File: src/rtl/rac_pkg.sv
package rac_pkg;
  localparam int unsigned NUM_POLES = 2;
  localparam int unsigned BAT_W     = 8;
  localparam int unsigned TEMP_W    = 8;

  typedef struct packed {
    logic [NUM_POLES-1:0] brk;
    logic                 ret;
  } rac_path_t;

  function automatic rac_path_t rac_decode(input logic cmd, input logic off);
    rac_path_t p;
    p.brk = (off || cmd) ? '0 : '1;
    p.ret = !off && cmd;
    return p;
  endfunction
endpackage

File: src/rtl/rac_cmd_latch.sv
module rac_cmd_latch (
  input  logic clk,
  input  logic rst_n,
  input  logic ctl,
  input  logic hold,
  output logic cmd_eff,
  output logic cmd_q
);
  assign cmd_eff = hold ? cmd_q : ctl;

  always_ff @(posedge clk or negedge rst_n) begin
    if (!rst_n) cmd_q <= 1'b0;
    else        cmd_q <= cmd_eff;
  end
endmodule

File: src/rtl/rac_hyst_mon.sv
module rac_hyst_mon #(
  parameter int unsigned W       = 8,
  parameter int          SET_LVL = 0,
  parameter int          CLR_LVL = -1
) (
  input  logic                clk,
  input  logic                rst_n,
  input  logic signed [W-1:0] val,
  output logic                flt_nxt,
  output logic                flt_q
);
  localparam logic signed [W-1:0] SET_C = SET_LVL[W-1:0];
  localparam logic signed [W-1:0] CLR_C = CLR_LVL[W-1:0];

  always_comb begin
    if (val >= SET_C)      flt_nxt = 1'b1;
    else if (val < CLR_C)  flt_nxt = 1'b0;
    else                   flt_nxt = flt_q;
  end

  always_ff @(posedge clk or negedge rst_n) begin
    if (!rst_n) flt_q <= 1'b0;
    else        flt_q <= flt_nxt;
  end
endmodule

File: src/rtl/rac_ring_hold.sv
module rac_ring_hold (
  input  logic clk,
  input  logic rst_n,
  input  logic ring_cmd,
  input  logic zc,
  output logic ring_q
);
  always_ff @(posedge clk or negedge rst_n) begin
    if (!rst_n)        ring_q <= 1'b0;
    else if (ring_cmd) ring_q <= 1'b1;
    else if (zc)       ring_q <= 1'b0;
  end
endmodule

File: src/rtl/rac_switch_ctrl.sv
module rac_switch_ctrl #(
  parameter int unsigned BAT_W      = rac_pkg::BAT_W,
  parameter int unsigned TEMP_W     = rac_pkg::TEMP_W,
  parameter int          BAT_OFF_V  = -10,
  parameter int          BAT_ON_V   = -15,
  parameter int          TEMP_OFF_C = 110,
  parameter int          TEMP_HYST  = 15
) (
  input  logic                          clk,
  input  logic                          rst_n,
  input  logic                          ctl_in,
  input  logic                          hold_in,
  input  logic                          force_off_n,
  input  logic signed [BAT_W-1:0]       bat_code,
  input  logic [TEMP_W-1:0]             temp_code,
  input  logic                          zc_strobe,
  output logic [rac_pkg::NUM_POLES-1:0] line_brk_en,
  output logic                          ring_ret_en,
  output logic                          ring_acc_en,
  output logic                          therm_ok
);
  import rac_pkg::*;

  localparam int BAT_SET_LVL  = BAT_OFF_V + 1;
  localparam int TEMP_CLR_LVL = TEMP_OFF_C - TEMP_HYST;
  localparam int unsigned TW  = TEMP_W + 1;

  logic cmd_eff, cmd_q;
  logic bat_nxt, bat_q, th_nxt, th_q;
  logic all_off;
  logic signed [TW-1:0] temp_s;
  rac_path_t path_nxt;

  rac_cmd_latch u_latch (
    .clk(clk), .rst_n(rst_n), .ctl(ctl_in), .hold(hold_in),
    .cmd_eff(cmd_eff), .cmd_q(cmd_q)
  );

  rac_hyst_mon #(.W(BAT_W), .SET_LVL(BAT_SET_LVL), .CLR_LVL(BAT_ON_V)) u_bat (
    .clk(clk), .rst_n(rst_n), .val(bat_code), .flt_nxt(bat_nxt), .flt_q(bat_q)
  );

  assign temp_s = $signed({1'b0, temp_code});

  rac_hyst_mon #(.W(TW), .SET_LVL(TEMP_OFF_C), .CLR_LVL(TEMP_CLR_LVL)) u_therm (
    .clk(clk), .rst_n(rst_n), .val(temp_s), .flt_nxt(th_nxt), .flt_q(th_q)
  );

  assign all_off  = !force_off_n || bat_nxt || th_nxt;
  assign path_nxt = rac_decode(cmd_eff, all_off);

  genvar gp;
  generate
    for (gp = 0; gp < NUM_POLES; gp++) begin : g_pole
      always_ff @(posedge clk or negedge rst_n) begin
        if (!rst_n) line_brk_en[gp] <= 1'b1;
        else        line_brk_en[gp] <= path_nxt.brk[gp];
      end
    end
  endgenerate

  always_ff @(posedge clk or negedge rst_n) begin
    if (!rst_n) begin
      ring_ret_en <= 1'b0;
      therm_ok    <= 1'b1;
    end else begin
      ring_ret_en <= path_nxt.ret;
      therm_ok    <= !th_nxt;
    end
  end

  rac_ring_hold u_ring (
    .clk(clk), .rst_n(rst_n), .ring_cmd(path_nxt.ret), .zc(zc_strobe), .ring_q(ring_acc_en)
  );
endmodule

File: config.mk
export PLATFORM = sky130hd
export DESIGN_NAME = rac_switch_ctrl
export DESIGN_NICKNAME = d
export VERILOG_FILES = /design/src/rtl/rac_pkg.sv /design/src/rtl/rac_cmd_latch.sv /design/src/rtl/rac_hyst_mon.sv /design/src/rtl/rac_ring_hold.sv /design/src/rtl/rac_switch_ctrl.sv
export SDC_FILE = /design/constraint.sdc
export NUM_CORES = 1
export LEC_CHECK = 0
export BUFFER_PORTS_ARGS = -buffer_cell sky130_fd_sc_hd__buf_2
export CAP_MARGIN = 40
export CORE_AREA = 2 2 39 41
export CTS_BUF_LIST = sky130_fd_sc_hd__clkbuf_16
export CTS_CLUSTER_SIZE = 30
export DETAILED_ROUTE_END_ITERATION = 12
export DIE_AREA = 0 0 41 43
export HOLD_SLACK_MARGIN = 0.05
export PLACE_DENSITY = 0.55
export RECOVER_POWER = 100
export SYNTH_ARGS = -nofsm -noshare
export SYNTH_HDL_FRONTEND = slang
export SYNTH_SLANG_ARGS = --single-unit
File: constraint.sdc
create_clock -name clk -period 1.08 [get_ports clk]
set_input_delay 0.108 -clock clk [delete_from_list [all_inputs] [get_ports clk]]
set_output_delay 0.108 -clock clk [all_outputs]
set_load 0.1 [all_outputs]
* Word level (Yosys, flattened, before mapping) *
Cells that the tools add are included.

cells by class
  magnitude comparators = 4
  mux-type cells = 8
  reductions and logical operators = 8

operator list
  cell                                                                   number
  8-bit by 5-bit >= comparator with 1-bit output, second input constant  1
  8-bit by 7-bit >= comparator with 1-bit output, second input constant  1
  8-bit by 5-bit < comparator with 1-bit output, second input constant   1
  8-bit by 7-bit < comparator with 1-bit output, second input constant   1
  1-bit two-way mux                                                      7
  1-bit logical NOT                                                      3
  1-bit logical OR                                                       3
  2-bit two-way mux                                                      1
  2-bit nonzero test                                                     1
  1-bit logical AND                                                      1

word-level totals
  register bits after elaboration = 8
  output and inout bits = 5

* Longest topological paths before layout *
Gate-level depths: netlist of the first run.

  word-level depth = 8
  gate-level depth with buffers = 4
  gate-level depth less buffers = 4

* Hierarchy *
Synthesis of the first run repeated with hierarchy kept, for this count alone.

unflattened totals
  cells, all modules = 26
  area total of the unflattened synthesis = 317.8 um2

by module, submodules not included
  module                  instances  cells an instance  area an instance (um2)
  rac_switch_ctrl         1          8                  120.1
  rac_hyst_mon (u_bat)    1          7                  61.3
  rac_hyst_mon (u_therm)  1          6                  60.1
  rac_cmd_latch           1          2                  40.0
  rac_ring_hold           1          3                  36.3

* Least setup slack after synthesis of the first run *
OpenSTA, ideal clock, no wires.

  path kind = reg2out
  start = register, netlist name line_brk_en[0]
  end = output port line_brk_en[1] (netlist name)
  arrival = 1217 ps
  slack = -245 ps
  stages on the path, launching flop included = 2
  path buffers = 1
  cells stage by stage = dfstp_2 buf_4

RTL lines
  what              RTL line               RTL
  end: declaration  rac_switch_ctrl.sv:17  output logic [rac_pkg::NUM_POLES-1:0] line_brk_en,

* Worst setup path after layout of the first run *
  start = register u_bat.flt_q
  end = register u_ring.ring_q

on the way
  word-level cells in the longest chain between the ends = 7
  elaborated cells on any way between the ends = 8
  classes of those cells = mux (3); reduce/logical (5)

ends and longest elaborated chain
  what                                                            RTL line               RTL
  start: declaration                                              rac_hyst_mon.sv:10     output logic flt_q
  start signal: assignment                                        rac_hyst_mon.sv:23     else flt_q <= flt_nxt;
  1-bit two-way mux (*)                                           rac_hyst_mon.sv:17     else if (val < CLR_C) flt_nxt = 1'b0;
  1-bit two-way mux (*)                                           rac_hyst_mon.sv:16     if (val >= SET_C) flt_nxt = 1'b1;
  1-bit logical OR (*) (2 in series)                              rac_switch_ctrl.sv:49  assign all_off = !force_off_n || bat_nxt || th_nxt;
  1-bit logical NOT (*)                                           rac_pkg.sv:14          p.ret = !off && cmd;
  1-bit logical AND (*)                                           rac_pkg.sv:14
  1-bit two-way mux / 2-bit nonzero test (equally long branches)  -
  end signal: assignment                                          rac_ring_hold.sv:9     if (!rst_n) ring_q <= 1'b0;
  end signal: assignment                                          rac_ring_hold.sv:10    else if (ring_cmd) ring_q <= 1'b1;
  end signal: assignment                                          rac_ring_hold.sv:11    else if (zc) ring_q <= 1'b0;
  end: declaration                                                rac_ring_hold.sv:6     output logic ring_q

Mark *: on every way between the ends. The rest lies on a longest branch, timed or not.
A chain may end at the register's enable or synchronous reset.

==> impl_metrics.env, run 1 <==
export IMPL_cts_root_buf="clkbuf_16"
export IMPL_design_area_sq_um=618
export IMPL_violations="negative setup slack"
export IMPL_fin_hold_ws_ns=0.147
export IMPL_grt_max_degree=8
export IMPL_routed_wl_um=694
export IMPL_wl_per_cell_um=9.25
export IMPL_netlist_area_sq_um=313
export IMPL_final_common_cell="buf_2"
export IMPL_htreeDepth=1
export IMPL_start_util=0.226
export IMPL_grt_total_usage=0.108
export IMPL_grt_pass1_wl_mm=1.15
export IMPL_syn_to_final_growth_pct=97.6
export IMPL_p_per_area_nw_per_um2=1820
export IMPL_post_dp_cell_area_sq_um=546
export IMPL_die_height_um=43
export IMPL_yosysTopAreaCellShare=0.400
export IMPL_hpwl_um=547
export IMPL_clockBufferDepth=2
export IMPL_synth_seq_cells=7
export IMPL_final_setup_viol_count=5
export IMPL_critPathMaxFanout=4
export IMPL_antenna_cells=0
export IMPL_synthDistinctLibCells=17
export IMPL_cts_tree="yes"
export IMPL_worstHoldPathCells=2
export IMPL_fin_skew_ns=0.000377
export IMPL_maxCapViolCount=0
export IMPL_clock_sinks=7
export IMPL_tightest_slew_ns=0.348
export IMPL_via_count=323
export IMPL_cp_arrival_ns=1.26
export IMPL_hold_viol_final=0
export IMPL_slew_viol_final=0
export IMPL_run_status="finished with violations"
export IMPL_yosys_area_top_type="dfrtp_1"
export IMPL_numCtsBuffers=3
export IMPL_synth_top_family_by_area="simple AND/OR/NAND/NOR gates"
export IMPL_synth_simple_area_share=0.188
export IMPL_postSynthAreaPerCell_sq_um=11.2
export IMPL_clock_latency_ns=0.23
export IMPL_synth_xor_area_frac=0
export IMPL_min_period_over_period=1.06
export IMPL_post_cts_buffers=0
export IMPL_drtIter0Drc=0
export IMPL_fp_row_count=14
export IMPL_synthTopCellsByArea="dfrtp_1 (40%), dfstp_2 (17%), and4_2 (6.4%)"
export IMPL_period_needed_ns=1.15
export IMPL_grt_pass1_vias=288
export IMPL_multiInputGateArea_sq_um=128
export IMPL_seq_area_sq_um=185
export IMPL_relSlewSlack=0.768
export IMPL_synth_compound_area_frac=0.148
export IMPL_grt_overflow=0
export IMPL_worst_r2r_path_depth=4
export IMPL_num_nets_final=82
export IMPL_ant_nets=0
export IMPL_p_leak_nw=0.304
export IMPL_synth_warnings=0
export IMPL_n_fill_cell=125
export IMPL_routed_via_density=4.31
export IMPL_startpoint_type="flop"
export IMPL_rsz0062_at_grt="yes"
export IMPL_place_congestion=0.711
export IMPL_drc_errors=0
export IMPL_path_class="reg2reg"
export IMPL_ir_drop_mv=0.714
export IMPL_fin_ws_ns=-0.0658
export IMPL_numPortBuffers=26
export IMPL_drive_gt1_frac=0.627
export IMPL_clkTransAtPathRegs_ns=0.04
export IMPL_die_area_sq_um=1760
export IMPL_synthCells=28
export IMPL_dieWidth_um=41
export IMPL_ys_seq_area_frac=0.568
export IMPL_hold_path_class="in2reg"
export IMPL_syn_nets=50
export IMPL_cp_required_ns=1.20
export IMPL_detail_route_first_pass_iterations=1
export IMPL_ioPinCount=27
export IMPL_synth_adder_area_share=0
export IMPL_endpoint_kind="flop"
export IMPL_synth_mux_area_frac=0.0360
export IMPL_fin_setup_tns_ns=-0.260
export IMPL_max_freq_ghz=0.873
export IMPL_core_area_sq_um=1380
export IMPL_antenna_found_initial=0
export IMPL_mostFrequentLayoutCells="buf_2 (20), dfrtp_1 (4), nand3_1 (3), inv_1 (3), clkbuf_16 (3)"
-- timing repair --
item / in CTS / in global routing
pin swaps: 0 / 2
resized for setup: 3 / 1
endpoints found under the hold margin: 7 / 0
setup endpoints to repair: 6 / 7
hold buffers: 1 / 0
-- synthesized netlist by cell type, drive strengths merged --
master  count
a211oi      1
a41o        1
and4        2
buf         1
dfrtp       5
dfstp       2
inv         3
mux2        1
nand2       1
nand3       3
nor2        1
nor2b       1
nor3        2
o211ai      1
o21a        1
o21ai       1
o31a        1
-- power by group --
part | internal (mW) | switching (mW) | total [mW]
Sequential | 0.289 | 0.0114 | 0.300
Combinational | 0.0807 | 0.123 | 0.204
Clock | 0.481 | 0.137 | 0.618
Total | 0.851 | 0.272 | 1.12
-- path summary, 6_finish.rpt --
path / startpoint / end / slack, ns
max: u_bat.flt_q$_DFF_PN0_ / u_ring.ring_q$_DFFE_PN0P_ / -0.07
min: force_off_n / u_ring.ring_q$_DFFE_PN0P_ / 0.15
max reg2reg: u_bat.flt_q$_DFF_PN0_ / u_ring.ring_q$_DFFE_PN0P_ / -0.07
min reg2reg: u_latch.cmd_q$_DFF_PN0_ / u_latch.cmd_q$_DFF_PN0_ / 0.55
max in group asynchronous: rst_n / therm_ok$_DFF_PN1_ / 0.49
min in group asynchronous: rst_n / u_latch.cmd_q$_DFF_PN0_ / 0.30
-- state kept, by name, summed over array words and instances (netlist names) --
signal,cells
therm_ok,1
ring_ret_en,1
u_latch.cmd_q,1
u_ring.ring_q,1
line_brk_en,1
u_therm.flt_q,1
u_bat.flt_q,1
-- routing by layer --
metal	track usage	wire, um	vias to the layer above
li1	-	-	164
met3	0.0471	51	4
met1	0.110	263	140
met5	0	0	-
met4	0.120	32	0
met2	0.144	345	15
-- worst max-delay path: stages, from the launching register on --
cell	delay, ns
dfrtp_1	0.33
o21a_1	0.14
nor3_2	0.04
o31a_1	0.28
a41o_1	0.24
-- kinds of logic (layout without fill, tap and decap cells) --
logic type | Yosys count | in the layout
compound gates | 6 | 6
mux | 1 | 1
buf+inv | 4 | 35
flops | 7 | 7
simple gates | 10 | 10
-- area by class of cell --
cell class	count	area share
repair buffers	28	0.316
flip-flops and latches	7	0.300
multi-input cells	17	0.206
clock buffers	3	0.121
well taps	16	0.0324
inverters	3	0.0182
clock inverters	1	0.00607
-- through the flow --
step                setup slack (ns)  power (mW)   util  std cells
floorplan                    -0.0208       0.418      -         28
global placement             -0.0211       0.516  0.394         70
detailed placement           -0.0449       0.517  0.394         70
CTS                          -0.0688        1.15  0.463         75
global route                  -0.139        1.16  0.447         75
finish                       -0.0658        1.12  0.447         75
No activity file was read; power rests on OpenSTA's default activity.
==> inputs of run 2 (changes only) <==
- CTS_BUF_LIST: sky130_fd_sc_hd__clkbuf_16 -> sky130_fd_sc_hd__clkbuf_8
==> run 2 against run 1 <==
Via count shrank 0.31%. First-iteration DRC count grew 1. Sequential cell count is the same. Clock skew grew 0.0014 ns. Non-clock buffer count is the same. Largest power group unchanged. Setup slack lost 0.014 ns. Cell count is the same. Clock power shrank 44%. The flow still finishes with violations (negative setup slack). Largest cell class unchanged. Critical path depth is the same. Power shrank 24%. Count of clock-buffer cells in the layout is the same. Maximum frequency shrank 1.2%.
==> impl_metrics.env, run 2 (synthesized netlist as in run 1, its figures left out) <==
export IMPL_worstHoldStart="force_off_n"
export IMPL_fp_row_count=14
export IMPL_timing_rr_start="u_bat.flt_q$_DFF_PN0_"
export IMPL_routed_wl_um=667
export IMPL_swShare=0.280
export IMPL_antenna_cells=0
export IMPL_power_frac_clock=0.407
export IMPL_via_count=322
export IMPL_worst_path_stages=4
export IMPL_crit_chain="o21a_1, nor3_2, o31a_1, and4_4"
export IMPL_tightest_slew_ns=0.346
export IMPL_final_setup_viol_count=5
export IMPL_grt_total_usage=0.0964
export IMPL_hold_path_class="in2reg"
export IMPL_worst_r2r_path_depth=4
export IMPL_start_util=0.226
export IMPL_die_height_um=43
export IMPL_multiInputGateArea_sq_um=129
export IMPL_worstHoldPathCells=2
export IMPL_htreeDepth=1
export IMPL_wl_met2_um=367
export IMPL_grt_pass1_wl_mm=1.11
export IMPL_hpwl_um=547
export IMPL_crit_start="u_bat.flt_q$_DFF_PN0_"
export IMPL_endpoint_kind="flop"
export IMPL_period_needed_ns=1.16
export IMPL_max_freq_ghz=0.862
export IMPL_wl_per_cell_um=8.89
export IMPL_dieWidth_um=41
export IMPL_crit_buf_inv=0
export IMPL_relSlewSlack=0.769
export IMPL_ant_nets=0
export IMPL_maxCapViolCount=0
export IMPL_finalPower_mw=0.855
export IMPL_drtIter0Drc=1
export IMPL_post_cts_buffers=0
export IMPL_detail_route_first_pass_iterations=2
export IMPL_p_per_area_nw_per_um2=1460
export IMPL_n_fill_cell=124
export IMPL_critPathMaxStageDelay_ns=0.34
export IMPL_grt_overflow=0
export IMPL_slew_viol_final=0
export IMPL_min_period_over_period=1.07
export IMPL_numCtsBuffers=3
export IMPL_power_frac_seq=0.351
export IMPL_core_area_sq_um=1380
export IMPL_cts_root_buf="clkbuf_8"
export IMPL_top_layer_used="met3"
export IMPL_mostFrequentLayoutCells="buf_2 (20), dfrtp_1 (4), nand3_1 (3), inv_1 (3), clkbuf_8 (3)"
export IMPL_grt_max_degree=8
export IMPL_power_frac_comb=0.242
export IMPL_ir_drop_mv=0.664
export IMPL_clkTransAtPathRegs_ns=0.04
export IMPL_syn_to_final_growth_pct=87.2
export IMPL_numPortBuffers=26
export IMPL_drc_errors=0
export IMPL_hold_viol_final=0
export IMPL_routed_via_density=4.29
export IMPL_num_nets_final=82
export IMPL_p_leak_nw=0.290
export IMPL_drive_gt1_frac=0.627
export IMPL_internal_power_mw=0.615
export IMPL_fin_hold_ws_ns=0.157
export IMPL_seq_area_sq_um=185
export IMPL_clock_sinks=7
export IMPL_path_class="reg2reg"
export IMPL_clockBufferDepth=2
export IMPL_fin_ws_ns=-0.0802
export IMPL_cp_arrival_ns=1.27
export IMPL_place_congestion=0.711
export IMPL_crit_family="compound AO/OA/AOI/OAI gates"
export IMPL_ioPinCount=27
export IMPL_rsz0062_at_grt="yes"
export IMPL_grt_pass1_vias=302
export IMPL_final_common_cell="buf_2"
export IMPL_switchingPower_mw=0.240
export IMPL_cp_required_ns=1.19
export IMPL_critPathMaxFanout=4
export IMPL_clock_latency_ns=0.22
export IMPL_cts_tree="yes"
export IMPL_drt_met1_wl_um=240
export IMPL_run_status="finished with violations"
export IMPL_fin_skew_ns=0.00182
export IMPL_die_area_sq_um=1760
export IMPL_antenna_found_initial=0
export IMPL_wl_met3_um=59
export IMPL_violations="negative setup slack"
export IMPL_startpoint_type="flop"
export IMPL_crit_slowest_cell="o31a_1"
## run 2: layout make-up
class                      count  area share
timing repair buffer          28       0.333
sequential                     7       0.316
multi-input combinational     17       0.220
clock buffer                   3      0.0705
tap                           16      0.0342
inverter                       3      0.0192
clock inverter                 1     0.00641
## run 2: timing repair
item	4_1_cts	5_1_grt
pin swaps	0	5
gates resized for setup	3	3
endpoints found under the setup margin	6	7
endpoints found under the hold margin	7	0
hold buffers	1	0
## run 2: through the flow
stage	area, sq um	std cells	utilization	setup TNS, ns	setup slack [ns]
after global routing	586	75	0.423	-0.617	-0.137
after floorplan	333	28	-	-0.0221	-0.0208
final	586	75	0.423	-0.310	-0.0802
after global placement	546	70	0.394	-0.0387	-0.0211
after detailed placement	546	70	0.394	-0.126	-0.0449
after CTS	607	75	0.439	-0.281	-0.0624
## run 2: worst paths after layout
path,end,slack (ns)
setup reg to reg,ring_ret_en$_DFF_PN0_,-0.08
max in group asynchronous,therm_ok$_DFF_PN1_,0.48
min in group asynchronous,u_latch.cmd_q$_DFF_PN0_,0.30
setup / recovery,ring_ret_en$_DFF_PN0_,-0.08
hold reg to reg,u_latch.cmd_q$_DFF_PN0_,0.56
hold / removal,line_brk_en[0]$_DFF_PN1_,0.16
## run 2: per-layer routing
metal  vias to the layer above  GRT usage
met5                         -          0
met4                         0     0.0600
met3                         0     0.0471
met2                        15      0.141
met1                       144      0.107
li1                        163          -
## run 2: power by group through the flow
stage	logic (mW)	registers [mW]	clock network [mW]
floorplan	0.0493	0.369	0
global placement	0.211	0.305	0
detailed placement	0.211	0.306	0
CTS	0.218	0.303	0.356
global route	0.221	0.302	0.373
finish	0.207	0.300	0.348
==> inputs of run 3 (changes only) <==
- RECOVER_POWER: 100 -> 25
- SYNTH_HIERARCHICAL: default -> 1
==> run 3 against run 2 <==
The flow still finishes with violations (negative setup slack). Worst hold slack worse by 0.044 ns. Sequential share of layout area is 3.5 points lower. Wire length is 11% higher. Utilization is 4.3 points higher. Critical path depth stayed put. Clock skew is 0.0015 ns higher. Maximum frequency is 7.8% lower.
==> impl_metrics.env, run 3 <==
export IMPL_run_status="finished with violations"
export IMPL_violations="negative setup slack"
export IMPL_hold_viol_final=0
export IMPL_synthTopCellsByArea="dfrtp_1 (39%), dfstp_2 (17%), a311oi_1 (5.5%)"
export IMPL_hold_path_class="in2reg"
export IMPL_synth_most_common_cell="dfrtp_1"
export IMPL_critPathMaxFanout=3
export IMPL_synthDistinctLibCells=17
export IMPL_startpoint_type="flop"
export IMPL_final_setup_viol_count=5
export IMPL_clock_sinks=7
export IMPL_ys_seq_area_frac=0.559
export IMPL_hpwl_um=593
export IMPL_routed_wl_um=738
export IMPL_cts_root_buf="clkbuf_8"
export IMPL_cp_arrival_ns=1.38
export IMPL_drtIter0Drc=4
export IMPL_slew_viol_final=0
export IMPL_clock_latency_ns=0.23
export IMPL_antenna_found_initial=0
export IMPL_start_util=0.230
export IMPL_synth_edff_count=0
export IMPL_cp_required_ns=1.20
export IMPL_grt_pass1_wl_mm=1.07
export IMPL_fin_cells=76
export IMPL_maxCapViolCount=0
export IMPL_postSynthAreaPerCell_sq_um=12.2
export IMPL_path_class="reg2reg"
export IMPL_worst_path_stages=4
export IMPL_ir_drop_mv=0.701
export IMPL_num_nets_final=83
export IMPL_critPathMaxStageDelay_ns=0.36
export IMPL_worstHoldPathCells=2
export IMPL_grt_total_usage=0.0972
export IMPL_clkTransAtPathRegs_ns=0.04
export IMPL_netlist_area_sq_um=318
export IMPL_worstSetupEndpoint="u_ring/ring_q$_DFFE_PN0P_"
export IMPL_reg2reg_slack_ns=-0.18
export IMPL_clockBufferDepth=2
export IMPL_crit_family="compound AO/OA/AOI/OAI gates"
export IMPL_period_needed_ns=1.26
export IMPL_yosysTopAreaCellShare=0.394
export IMPL_synth_ff_type="dfrtp_1"
export IMPL_endpoint_kind="flop"
export IMPL_wl_per_cell_um=9.71
export IMPL_final_common_cell="buf_2"
export IMPL_ys_async_sr_fraction=1.00
export IMPL_syn_to_final_growth_pct=103
export IMPL_finalPower_mw=0.932
export IMPL_fin_skew_ns=0.00330
export IMPL_p_leak_nw=0.323
export IMPL_rsz0062_at_grt="yes"
export IMPL_die_area_sq_um=1760
export IMPL_numCtsBuffers=3
export IMPL_dp_cells=71
export IMPL_core_area_sq_um=1380
export IMPL_grt_overflow=0
export IMPL_syn_nets=48
export IMPL_antenna_cells=0
export IMPL_min_period_over_period=1.17
export IMPL_r2r_end="u_ring/ring_q$_DFFE_PN0P_"
export IMPL_place_congestion=0.679
export IMPL_crit_chain="o211ai_1, a311oi_2, and4bb_2, a21o_1"
export IMPL_synth_top_cells_by_count="dfrtp_1 (5), inv_1 (3), a21o_1 (2), a311oi_1 (2), dfstp_2 (2)"
export IMPL_grt_max_degree=8
export IMPL_routed_via_density=4.39
export IMPL_dieWidth_um=41
export IMPL_numPortBuffers=26
export IMPL_die_height_um=43
export IMPL_crit_start="u_therm/flt_q$_DFF_PN0_"
export IMPL_cts_tree="yes"
export IMPL_fin_hold_ws_ns=0.113
export IMPL_htreeDepth=1
export IMPL_post_cts_buffers=0
export IMPL_mostFrequentLayoutCells="buf_2 (20), buf_12 (5), dfrtp_1 (5)"
export IMPL_worst_r2r_path_depth=4
export IMPL_p_per_area_nw_per_um2=1440
export IMPL_grt_pass1_vias=294
export IMPL_crit_slowest_cell="dfrtp_1"
export IMPL_timing_rr_start="u_therm/flt_q$_DFF_PN0_"
export IMPL_synthCells=26
export IMPL_max_freq_ghz=0.795
export IMPL_drive_gt1_frac=0.683
export IMPL_ant_nets=0
export IMPL_fin_ws_ns=-0.179
export IMPL_crit_buf_inv=0
export IMPL_yosys_area_top_type="dfrtp_1"
export IMPL_fp_row_count=14
export IMPL_ioPinCount=27
export IMPL_drc_errors=0
export IMPL_via_count=334
export IMPL_detail_route_first_pass_iterations=4
export IMPL_synth_seq_cells=7
export IMPL_synth_warnings=6
==> run 3: changes by cell type after synthesis, moves of 2 or more <==
cell and change:
and4_2 -2, nor3_1 -2, a311oi_1 +2, a21o_1 +2, nand3_1 -2
==> run 3: what timing repair did <==
item | in CTS | in global routing
resized for setup | 1 | 2
pin swaps | 2 | 0
hold buffers | 1 | 0
endpoints found under the setup margin | 5 | 6
endpoints found under the hold margin | 7 | 0
==> run 3: metal layers <==
| layer | routed length (um) | track usage | up-vias |
|---|---|---|---|
| met5 | 0 | 0 | - |
| li1 | - | - | 164 |
| met3 | 111 | 0.0366 | 0 |
| met1 | 274 | 0.0924 | 148 |
| met2 | 352 | 0.144 | 22 |
| met4 | 0 | 0.100 | 0 |
==> run 3: per-stage QoR <==
stage          TNS [ns]  setup slack, ns  area (sq um)  utilization
6_report         -0.460           -0.179           646        0.467
5_1_grt          -0.763           -0.266           646        0.467
4_1_cts          -0.507           -0.193           638        0.461
3_5_place_dp     -0.450           -0.189           576        0.416
3_3_place_gp     -0.347           -0.148           576        0.416
2_1_floorplan    -0.234           -0.151           340            -
==> run 3: how the worst min path moves through the flow <==
stage / from / to / slack, ns
finish: force_off_n / line_brk_en[0]$_DFF_PN1_ / 0.11
global route: force_off_n / line_brk_en[0]$_DFF_PN1_ / 0.12
CTS: force_off_n / line_brk_en[0]$_DFF_PN1_ / 0.13
detailed placement: rst_n / u_ring/ring_q$_DFFE_PN0P_ / -0.05
global placement: rst_n / u_ring/ring_q$_DFFE_PN0P_ / -0.05
floorplan: rst_n / ring_ret_en$_DFF_PN0_ / -0.19
==> run 3: where the power goes <==
group	total, mW	internal (mW)	switching, mW
Clock	0.365	0.250	0.115
Combinational	0.264	0.119	0.145
Sequential	0.303	0.288	0.0152
Total	0.932	0.657	0.275
==> run 3: cell type report <==
class                           count  area, sq um
Inverter                            3         11.3
Timing Repair Buffer               31          244
Multi-Input combinational cell     15          143
Tap cell                           16         20.0
Fill cell                         130          738
Clock buffer                        3         41.3
Sequential cell                     7          181
Clock inverter                      1         5.00
==> run 3: logic make-up after synthesis <==
family | synth area share
compound gates | 0.169
buf+inv | 0.0591
flops | 0.559
simple gates | 0.154
other cells | 0.0118
mux | 0.0472
